**src/rtl/ts_latch_pkg.sv**
```systemverilog
package ts_latch_pkg;

    localparam int unsigned ADDR_W = 3;

    // Register addresses
    localparam logic [ADDR_W-1:0] A_RX_CTL = 3'd0;
    localparam logic [ADDR_W-1:0] A_RX_CFG = 3'd1;
    localparam logic [ADDR_W-1:0] A_RX_LO  = 3'd2;
    localparam logic [ADDR_W-1:0] A_RX_HI  = 3'd3;
    localparam logic [ADDR_W-1:0] A_TX_CTL = 3'd4;
    localparam logic [ADDR_W-1:0] A_TX_LO  = 3'd5;
    localparam logic [ADDR_W-1:0] A_TX_HI  = 3'd6;

    // Receive qualification modes
    localparam logic [2:0] M_ALL    = 3'd0;
    localparam logic [2:0] M_V2_L2  = 3'd1;
    localparam logic [2:0] M_V2_L4  = 3'd2;
    localparam logic [2:0] M_V2_ANY = 3'd3;
    localparam logic [2:0] M_V1_L4  = 3'd4;

    localparam logic [15:0] SYNC_ETHERTYPE = 16'h88F7;
    localparam logic [15:0] SYNC_EVT_PORT  = 16'd319;

    typedef struct packed {
        logic [15:0] ethertype;
        logic        is_udp;
        logic [15:0] dst_port;
        logic [15:0] src_port;
        logic [3:0]  version;
        logic [3:0]  msg_type;
    } rx_pkt_t;

    typedef struct packed {
        logic       en;
        logic [2:0] mode;
        logic [3:0] v1_msg;
        logic       l2_en;
        logic       src_chk;
    } rx_cfg_t;

endpackage

```
**src/rtl/ts_rx_qualify.sv**
```systemverilog
// Decides whether a received packet should be stamped.
// Assumes the classification fields are valid in the cycle of rx_start.
module ts_rx_qualify
    import ts_latch_pkg::*;
(
    input  rx_pkt_t pkt,
    input  rx_cfg_t cfg,
    output logic    qualify
);
    logic l2_hit, l4_hit, v2_evt, v1_sel;

    // Transport-level and message-level matches.
    always_comb begin
        l2_hit = cfg.l2_en && (pkt.ethertype == SYNC_ETHERTYPE);
        l4_hit = pkt.is_udp && (pkt.dst_port == SYNC_EVT_PORT) &&
                 (!cfg.src_chk || (pkt.src_port == SYNC_EVT_PORT));
        v2_evt = (pkt.version == 4'd2) && (pkt.msg_type < 4'd4);
        v1_sel = (pkt.version == 4'd1) && (pkt.msg_type == cfg.v1_msg);
    end

    // Mode selection; reserved modes match nothing.
    always_comb begin
        unique case (cfg.mode)
            M_ALL:    qualify = 1'b1;
            M_V2_L2:  qualify = v2_evt && l2_hit;
            M_V2_L4:  qualify = v2_evt && l4_hit;
            M_V2_ANY: qualify = v2_evt && (l2_hit || l4_hit);
            M_V1_L4:  qualify = v1_sel && l4_hit;
            default:  qualify = 1'b0;
        endcase
    end
endmodule

```
**src/rtl/ts_slot.sv**
```systemverilog
// One lockable timestamp slot: captures on hit while enabled and empty,
// releases only on clr. Assumes hit and clr are one-cycle strobes.
module ts_slot #(
    parameter int unsigned TIME_W = 64
) (
    input  logic              clk,
    input  logic              rst_n,
    input  logic              en,
    input  logic              hit,
    input  logic              clr,
    input  logic [TIME_W-1:0] time_now,
    output logic              valid,
    output logic [TIME_W-1:0] stamp
);
    // Capture-and-lock state; capture has priority only when empty.
    always_ff @(posedge clk) begin
        if (!rst_n) begin
            valid <= 1'b0;
            stamp <= '0;
        end else if (en && hit && !valid) begin
            valid <= 1'b1;
            stamp <= time_now;
        end else if (clr) begin
            valid <= 1'b0;
        end
    end
endmodule

```
**src/rtl/ts_regs.sv**
```systemverilog
// Configuration registers, read mux and read-side unlock strobes.
// Assumes reg_rd is asserted for one cycle per software read.
module ts_regs
    import ts_latch_pkg::*;
#(
    parameter int unsigned WORD_W = 32,
    localparam int unsigned TIME_W = 2 * WORD_W
) (
    input  logic              clk,
    input  logic              rst_n,
    input  logic              reg_wr,
    input  logic              reg_rd,
    input  logic [ADDR_W-1:0] reg_addr,
    input  logic [WORD_W-1:0] reg_wdata,
    input  logic              rx_valid,
    input  logic [TIME_W-1:0] rx_stamp,
    input  logic              tx_valid,
    input  logic [TIME_W-1:0] tx_stamp,
    output rx_cfg_t           rx_cfg,
    output logic              tx_en,
    output logic              rx_clr,
    output logic              tx_clr,
    output logic [WORD_W-1:0] reg_rdata
);
    // Software-written configuration.
    always_ff @(posedge clk) begin
        if (!rst_n) begin
            rx_cfg <= '0;
            tx_en  <= 1'b0;
        end else if (reg_wr) begin
            case (reg_addr)
                A_RX_CTL: begin
                    rx_cfg.en   <= reg_wdata[0];
                    rx_cfg.mode <= reg_wdata[3:1];
                end
                A_RX_CFG: begin
                    rx_cfg.v1_msg  <= reg_wdata[3:0];
                    rx_cfg.l2_en   <= reg_wdata[8];
                    rx_cfg.src_chk <= reg_wdata[9];
                end
                A_TX_CTL: tx_en <= reg_wdata[0];
                default: ;
            endcase
        end
    end

    // High-word reads are the unlock events.
    always_comb begin
        rx_clr = reg_rd && (reg_addr == A_RX_HI);
        tx_clr = reg_rd && (reg_addr == A_TX_HI);
    end

    // Read data mux.
    always_comb begin
        reg_rdata = '0;
        case (reg_addr)
            A_RX_CTL: begin
                reg_rdata[0]   = rx_cfg.en;
                reg_rdata[3:1] = rx_cfg.mode;
                reg_rdata[4]   = rx_valid;
            end
            A_RX_CFG: begin
                reg_rdata[3:0] = rx_cfg.v1_msg;
                reg_rdata[8]   = rx_cfg.l2_en;
                reg_rdata[9]   = rx_cfg.src_chk;
            end
            A_RX_LO:  reg_rdata = rx_stamp[WORD_W-1:0];
            A_RX_HI:  reg_rdata = rx_stamp[TIME_W-1:WORD_W];
            A_TX_CTL: begin
                reg_rdata[0] = tx_en;
                reg_rdata[4] = tx_valid;
            end
            A_TX_LO:  reg_rdata = tx_stamp[WORD_W-1:0];
            A_TX_HI:  reg_rdata = tx_stamp[TIME_W-1:WORD_W];
            default:  reg_rdata = '0;
        endcase
    end
endmodule

```
**src/rtl/pkt_ts_latch.sv**
```systemverilog
// Packet timestamp latch top: receive and transmit lockable slots,
// receive qualification and register access. Assumes time_now is
// synchronous to clk.
module pkt_ts_latch
    import ts_latch_pkg::*;
#(
    parameter int unsigned WORD_W = 32
) (
    input  logic                clk,
    input  logic                rst_n,
    input  logic [2*WORD_W-1:0] time_now,
    input  logic                rx_start,
    input  logic [15:0]         rx_ethertype,
    input  logic                rx_is_udp,
    input  logic [15:0]         rx_dst_port,
    input  logic [15:0]         rx_src_port,
    input  logic [3:0]          rx_version,
    input  logic [3:0]          rx_msg_type,
    input  logic                tx_start,
    input  logic                reg_wr,
    input  logic                reg_rd,
    input  logic [2:0]          reg_addr,
    input  logic [WORD_W-1:0]   reg_wdata,
    output logic [WORD_W-1:0]   reg_rdata
);
    localparam int unsigned TIME_W = 2 * WORD_W;
    localparam int unsigned NSLOT  = 2;   // index 0 receive, 1 transmit

    rx_pkt_t           pkt;
    rx_cfg_t           rx_cfg;
    logic              rx_qual, tx_en, rx_clr, tx_clr;
    logic [NSLOT-1:0]  s_en, s_hit, s_clr, s_valid;
    logic [TIME_W-1:0] s_stamp [NSLOT];

    // Bundle parser fields.
    always_comb begin
        pkt = '{ethertype: rx_ethertype, is_udp: rx_is_udp,
                dst_port: rx_dst_port, src_port: rx_src_port,
                version: rx_version, msg_type: rx_msg_type};
    end

    ts_rx_qualify u_qual (
        .pkt     (pkt),
        .cfg     (rx_cfg),
        .qualify (rx_qual)
    );

    // Per-slot control routing.
    always_comb begin
        s_en  = {tx_en, rx_cfg.en};
        s_hit = {tx_start, rx_start && rx_qual};
        s_clr = {tx_clr, rx_clr};
    end

    for (genvar g = 0; g < NSLOT; g++) begin : g_slot
        ts_slot #(.TIME_W(TIME_W)) u_slot (
            .clk      (clk),
            .rst_n    (rst_n),
            .en       (s_en[g]),
            .hit      (s_hit[g]),
            .clr      (s_clr[g]),
            .time_now (time_now),
            .valid    (s_valid[g]),
            .stamp    (s_stamp[g])
        );
    end

    ts_regs #(.WORD_W(WORD_W)) u_regs (
        .clk       (clk),
        .rst_n     (rst_n),
        .reg_wr    (reg_wr),
        .reg_rd    (reg_rd),
        .reg_addr  (reg_addr),
        .reg_wdata (reg_wdata),
        .rx_valid  (s_valid[0]),
        .rx_stamp  (s_stamp[0]),
        .tx_valid  (s_valid[1]),
        .tx_stamp  (s_stamp[1]),
        .rx_cfg    (rx_cfg),
        .tx_en     (tx_en),
        .rx_clr    (rx_clr),
        .tx_clr    (tx_clr),
        .reg_rdata (reg_rdata)
    );
endmodule

```
**config.mk**
```make
export PLATFORM = sky130hd
export DESIGN_NAME = pkt_ts_latch
export DESIGN_NICKNAME = d
export VERILOG_FILES = /design/src/rtl/ts_latch_pkg.sv /design/src/rtl/ts_rx_qualify.sv /design/src/rtl/ts_slot.sv /design/src/rtl/ts_regs.sv /design/src/rtl/pkt_ts_latch.sv
export SDC_FILE = /design/constraint.sdc
export NUM_CORES = 1
export LEC_CHECK = 0
export BUFFER_PORTS_ARGS = -buffer_cell sky130_fd_sc_hd__buf_2
export CORE_MARGIN = 4
export CORE_UTILIZATION = 40
export CTS_BUF_LIST = sky130_fd_sc_hd__clkbuf_4 sky130_fd_sc_hd__clkbuf_8
export CTS_CLUSTER_DIAMETER = 30
export DETAILED_ROUTE_END_ITERATION = 10
export PLACE_DENSITY = 0.65
export SETUP_SLACK_MARGIN = 0.4
export SLEW_MARGIN = 20
export SYNTH_ARGS = -nofsm -noshare
export SYNTH_HDL_FRONTEND = slang
export SYNTH_SLANG_ARGS = --single-unit
export TNS_END_PERCENT = 50
```
**constraint.sdc**
```tcl
create_clock -name clk -period 2.04 [get_ports clk]
set_input_delay 0.306 -clock clk [delete_from_list [all_inputs] [get_ports clk]]
set_output_delay 0.306 -clock clk [all_outputs]
set_load 0.02 [all_outputs]
```
* After elaboration in Yosys (flattened, before gate mapping) *
Cells that the tools add are included.

cells by class
  magnitude comparators = 1
  equal/unequal tests = 16
  muxes and demuxes = 11
  reductions and logical operators = 28

operator list
  cell                                                                  count
  22-bit case mux with 4 select lines                                   1
  16-bit by 9-bit == test with 1-bit output, second input constant      2
  3-bit case mux with 6 select lines                                    1
  16-bit == test, second input constant                                 1
  1-bit logical AND                                                     16
  3-bit by 2-bit == test with 1-bit output, second input constant       4
  3-bit == test, second input constant                                  4
  3-bit case mux with 4 select lines                                    1
  2-bit case mux with 5 select lines                                    1
  1-bit case mux with 7 select lines                                    1
  3-bit by 1-bit == test with 1-bit output, second input constant       2
  3-bit logical NOT                                                     2
  1-bit case mux with 6 select lines                                    1
  2-bit AND reduction                                                   3
  1-bit case mux with 5 select lines                                    1
  4-bit by 1-bit == test with 1-bit output, second input constant       1
  4-bit by 2-bit == test with 1-bit output, second input constant       1
  4-bit == test                                                         1
  4-bit by 3-bit < comparator with 1-bit output, second input constant  1
  1-bit 2-to-1 mux                                                      4
  2-bit nonzero test                                                    2
  1-bit logical NOT                                                     3
  1-bit logical OR                                                      2

word-level totals
  register bits after elaboration = 141
  input port bits = 162
  logic and storage cells = 66

* Depth between registers and ports, before layout *
  depth in word-level cells = 10
  gate-level depth with buffers = 7
  gate-level depth less buffers = 5

* Cells and area by module *
Synthesis repeated with hierarchy kept, for this count alone.

unflattened totals
  cell total of the unflattened synthesis = 781
  area, all modules = 6979.2 µm²

by module, submodules not included
  module         instances  cells an instance  area an instance (µm²)
  ts_slot        2          282                2580.0
  ts_regs        1          182                1555.2
  ts_rx_qualify  1          34                 257.7
  pkt_ts_latch   1          1                  6.3

* Worst setup path before layout *
Ideal clock, no wire load.

  path type = input to register
  from = input rx_src_port[9]
  to = register g_slot[0].u_slot.stamp[17]
  arrival = 2.030 ns
  data required time = 1.920 ns
  path slack = -0.110 ns
  stages on the path = 7
  buffers on the path = 2
  cell sequence = or4b_1 > o41a_1 > nor4b_2 > a22oi_1 > buf_6 > buf_6 > mux2i_1

between the ends
  cells in the longest elaborated chain, start to end = 9
  elaborated cells between the ends (all ways) = 11
  classes of those cells = 1 x eq/ne; 1 x mux; 9 x reduce/logical

ends and longest elaborated chain
  item                                           line                 text
  start: declaration                             pkt_ts_latch.sv:16   input logic [15:0] rx_src_port,
  16-bit by 9-bit == test with 1-bit output (*)  ts_rx_qualify.sv:16  (!cfg.src_chk || (pkt.src_port == SYNC_EVT_PORT));
  1-bit logical OR (*)                           ts_rx_qualify.sv:16
  1-bit logical AND (*)                          ts_rx_qualify.sv:15  l4_hit = pkt.is_udp && (pkt.dst_port == SYNC_EVT_PORT) &&
  1-bit logical OR                               ts_rx_qualify.sv:27  M_V2_ANY: qualify = v2_evt && (l2_hit || l4_hit);
  1-bit logical AND                              ts_rx_qualify.sv:27
  1-bit case mux with 5 select lines (*)         ts_rx_qualify.sv:23  unique case (cfg.mode)
  1-bit logical AND (*)                          pkt_ts_latch.sv:51   s_hit = {tx_start, rx_start && rx_qual};
  1-bit logical AND (*) (2 in series)            ts_slot.sv:20        end else if (en && hit && !valid) begin
  end signal: assignment                         ts_slot.sv:22        stamp <= time_now;
  end: declaration                               ts_slot.sv:13        output logic [TIME_W-1:0] stamp

Mark *: on every way between the ends. The rest lies on a longest branch, timed or not.
A chain may end at the register's enable or synchronous reset.

* Worst setup path in the final report *
  from = input rx_src_port[9]
  to = register g_slot[0].u_slot.stamp[0]

The elaborated chain is that of the path after synthesis.

==> impl_metrics.py <==
metrics = {
    "run_status": {
        "status": "complete, no violations",
    },
    "worst_setup_path": {
        "reg2reg_setup_slack_ns": 0.14,
        "worst-path-buf-inv": 4,
        "critical_path.top_delay_family": "simple AND/OR/NAND/NOR gates",
        "ff2ff_path_depth": 9,
        "arrival_ns": 2.33,
        "path_cells": "buf_6, or4b_1, o41a_1, nor4b_4, a22oi_2, buf_12, buf_12, clkbuf_16, mux2i_1",
        "cp-start-kind": "input pin",
        "cpMaxStageDelayCell": "or4b_1",
        "path_class": "input pin to flip-flop",
        "cpPeakStageDelay_ns": 0.51,
        "critical_path_required_ns": 2.38,
        "end_kind": "flip-flop",
        "r2r_end": "g_slot[0].u_slot.stamp[0]",
        "worstReg2RegStart": "u_regs.rx_cfg[6]",
        "worstSetupStartpoint": "rx_src_port[9]",
        "crit_fanout": 8,
        "cp_common_cell": "buf_12",
    },
    "sta": {
        "maxSlewViolCount": 0,
        "setup_viol_count_final": 0,
        "worst_pin_slew_ns": 0.473,
        "setup_ws_ns": 0.0515,
        "tns_ns": 0,
        "finalClockSkew_ns": 0.0149,
        "finalCriticalPeriod_ns": 1.99,
        "slew_headroom": 0.684,
        "grt_setup_unrepaired": "true",
        "max_freq_ghz": 0.503,
        "hold_viol_final": 0,
        "period_share": 0.975,
    },
    "clock_tree": {
        "cts_buffers": 17,
        "ctsHoldBuffers": 0,
        "cts.clk_slew.worst_paths_ns": 0.08,
        "clkSinkCount": 141,
        "cts_buffer_depth": 2,
        "cts_tree": "done",
        "clockRootBuffer": "clkbuf_8",
        "htreeDepth": 4,
        "worstSkewPairLatency_ns": 0.45,
    },
    "yosys": {
        "synthCells": 781,
        "async_reset_ff_frac": 0,
        "synth_edf_count": 0,
        "syn_area_sq_um": 6510,
        "syn_nets": 943,
        "yosysSeqAreaShare": 0.433,
        "synth_top_cell_by_area": "dfxtp_1",
        "synth.avg_cell_area_sq_um": 8.34,
        "synthFlopType": "dfxtp_1",
        "ys_seq_elements": 141,
        "synth_cell_types": 45,
        "ys_warn_count": 0,
        "synth_top_area_frac": 0.433,
        "synthTopCellsByArea": "dfxtp_1, nand2_1, mux2i_1",
    },
    "die": {
        "start_util": 0.409,
        "fp.coreArea_sq_um": 15900,
        "die_w_microns": 136,
        "num_io_pins": 194,
        "num_rows": 46,
        "die_area_sq_um": 18400,
        "dieHeight_microns": 136,
    },
    "global_routing": {
        "overflow": 0,
        "grt_util_met3": 0.0553,
        "busiest_layer": "met2",
        "grt_max_degree": 52,
        "grt_pass1_wl_mm": 30.9,
        "grt_pass1_vias": 5968,
        "grt.total_usage": 0.216,
        "met1_usage": 0.277,
        "antenna_found_initial": 1,
        "use_met2": 0.358,
    },
    "hold_path": {
        "worstHoldPathCells": 3,
        "holdPathEnd": "g_slot[1].u_slot.stamp[24]",
        "hp-class": "input pin to flip-flop",
        "holdCritStartpoint": "time_now[24]",
    },
    "drt": {
        "drt_pre_antenna_iters": 5,
        "drc_errors": 0,
        "ant_nets": 0,
        "via_per_inst": 5.12,
        "dr_total_vias": 6146,
        "wl_mm": 20.8,
        "first_iter_violations": 420,
        "wire_per_inst_microns": 17.3,
    },
    "placement": {
        "dp.cells": 1133,
        "port_buffers": 167,
        "hpwlAfterDp_mm": 12.2,
        "dp_slack_ns": -0.320,
        "gp_congestion": 0.798,
    },
    "finish": {
        "nFillCells": 1420,
        "syn_to_final_growth_pct": 43.0,
        "multi_input_area_sq_um": 3660,
        "ff_latch_area_sq_um": 2830,
        "drive_gt1_frac": 0.331,
        "num-nets-final": 1134,
        "final_cell_count_no_fill": 1201,
        "diodes": 0,
    },
    "power": {
        "p_per_area_nw_per_um2": 634,
        "p_leak_nw": 4.14,
        "peakVddDrop_v": 0.000405,
    },
    "job": {
        "maxCapViolCount": 0,
    },
}
## through the flow
step                 util  total power [mW]  hold slack [ns]  area, sq um
detailed placement  0.486              3.36            0.447         7740
global route        0.584              6.12           0.0663         9310
CTS                 0.567              5.94           0.0664         9040
finish              0.584              5.90           0.0934         9310
floorplan               -              3.09            0.432         6570
global placement    0.486              3.36            0.439         7740
## cell type report
cell class              count  area share
clock inverters            12      0.0180
repair buffers            233       0.226
inverters                   2     0.00134
multi-input cells         577       0.393
flip-flops and latches    141       0.304
well taps                 216      0.0290
clock buffers              20      0.0289
## synthesized netlist by cell type, types with 2 or more instances
master / number
nand2_1: 292
dfxtp_1: 141
mux2i_1: 84
a21boi_1: 65
a22oi_1: 53
clkbuf_1: 52
nor2b_1: 13
nor2_1: 11
buf_6: 6
a21oi_1: 5
nor4b_1: 5
nand3_1: 4
o21ai_1: 4
xnor2_1: 4
nand4b_1: 3
nor4_1: 3
a221oi_1: 2
a31oi_1: 2
and4_1: 2
buf_1: 2
mux2_1: 2
nand3b_1: 2
nand4_1: 2
## worst min-delay path, cell delays in order
cell and delay (ns):
buf_2 0.10, nand2_1 0.05, a21boi_1 0.05
## power breakdown
part           total (mW)  internal [mW]  switching (mW)
logic               0.637          0.323           0.314
registers            2.79           2.78          0.0156
clock network        2.47           1.40            1.08
total                5.90           4.50            1.40
## flip-flops by register name, indices dropped and copies added, names as in the netlist
name                 flops
g_slot.u_slot.stamp    128
u_regs.rx_cfg           10
g_slot.u_slot.valid      2
u_regs.tx_en             1
## layer usage
metal,up-vias,share of wire
met5,-,0.00053
met4,2,0.023
met3,35,0.064
met2,193,0.47
met1,2877,0.44
li1,3039,-
## cell usage in the layout, fill, tap and decap left out, types with 8 or more instances in the layout
master    instances
buf_4            30
nand2_1         288
dfxtp_1         133
buf_16           11
buf_12           20
a22oi_2          26
nor2b_1          13
buf_6            31
mux2i_1          84
a22oi_1          27
a21boi_1         65
buf_2           134
nor2_1            8
dfxtp_2           8
clkbuf_8         19
## worst max-delay path by stage
stage	slack (ns)	end	cells past startpoint
6_report	0.05	g_slot[0].u_slot.stamp[0]	9
5_1_grt	0.007	reg_rdata[0]	6
3_5_place_dp	-0.32	g_slot[0].u_slot.stamp[2]	7
2_1_floorplan	-0.08	g_slot[0].u_slot.stamp[17]	7
4_1_cts	0.13	reg_rdata[0]	6
3_3_place_gp	-0.29	g_slot[0].u_slot.stamp[58]	7
## repair_timing
item,4_1_cts,5_1_grt
pin swaps,18,6
hold endpoints to repair,0,0
setup buffers,14,5
gates resized for setup,134,13
endpoints found under the setup margin,97,97
gates cloned,9,8
## cell families (layout without fill, tap and decap cells)
kind of cell | after synthesis | after routing | synth area share
compound gates | 137 | 137 | 0.155
xor+xnor | 4 | 4 | 0.00538
buf+inv | 63 | 267 | 0.0434
flops | 141 | 141 | 0.433
mux | 88 | 88 | 0.138
simple gates | 348 | 348 | 0.225
No activity file was read; power rests on OpenSTA's default activity.
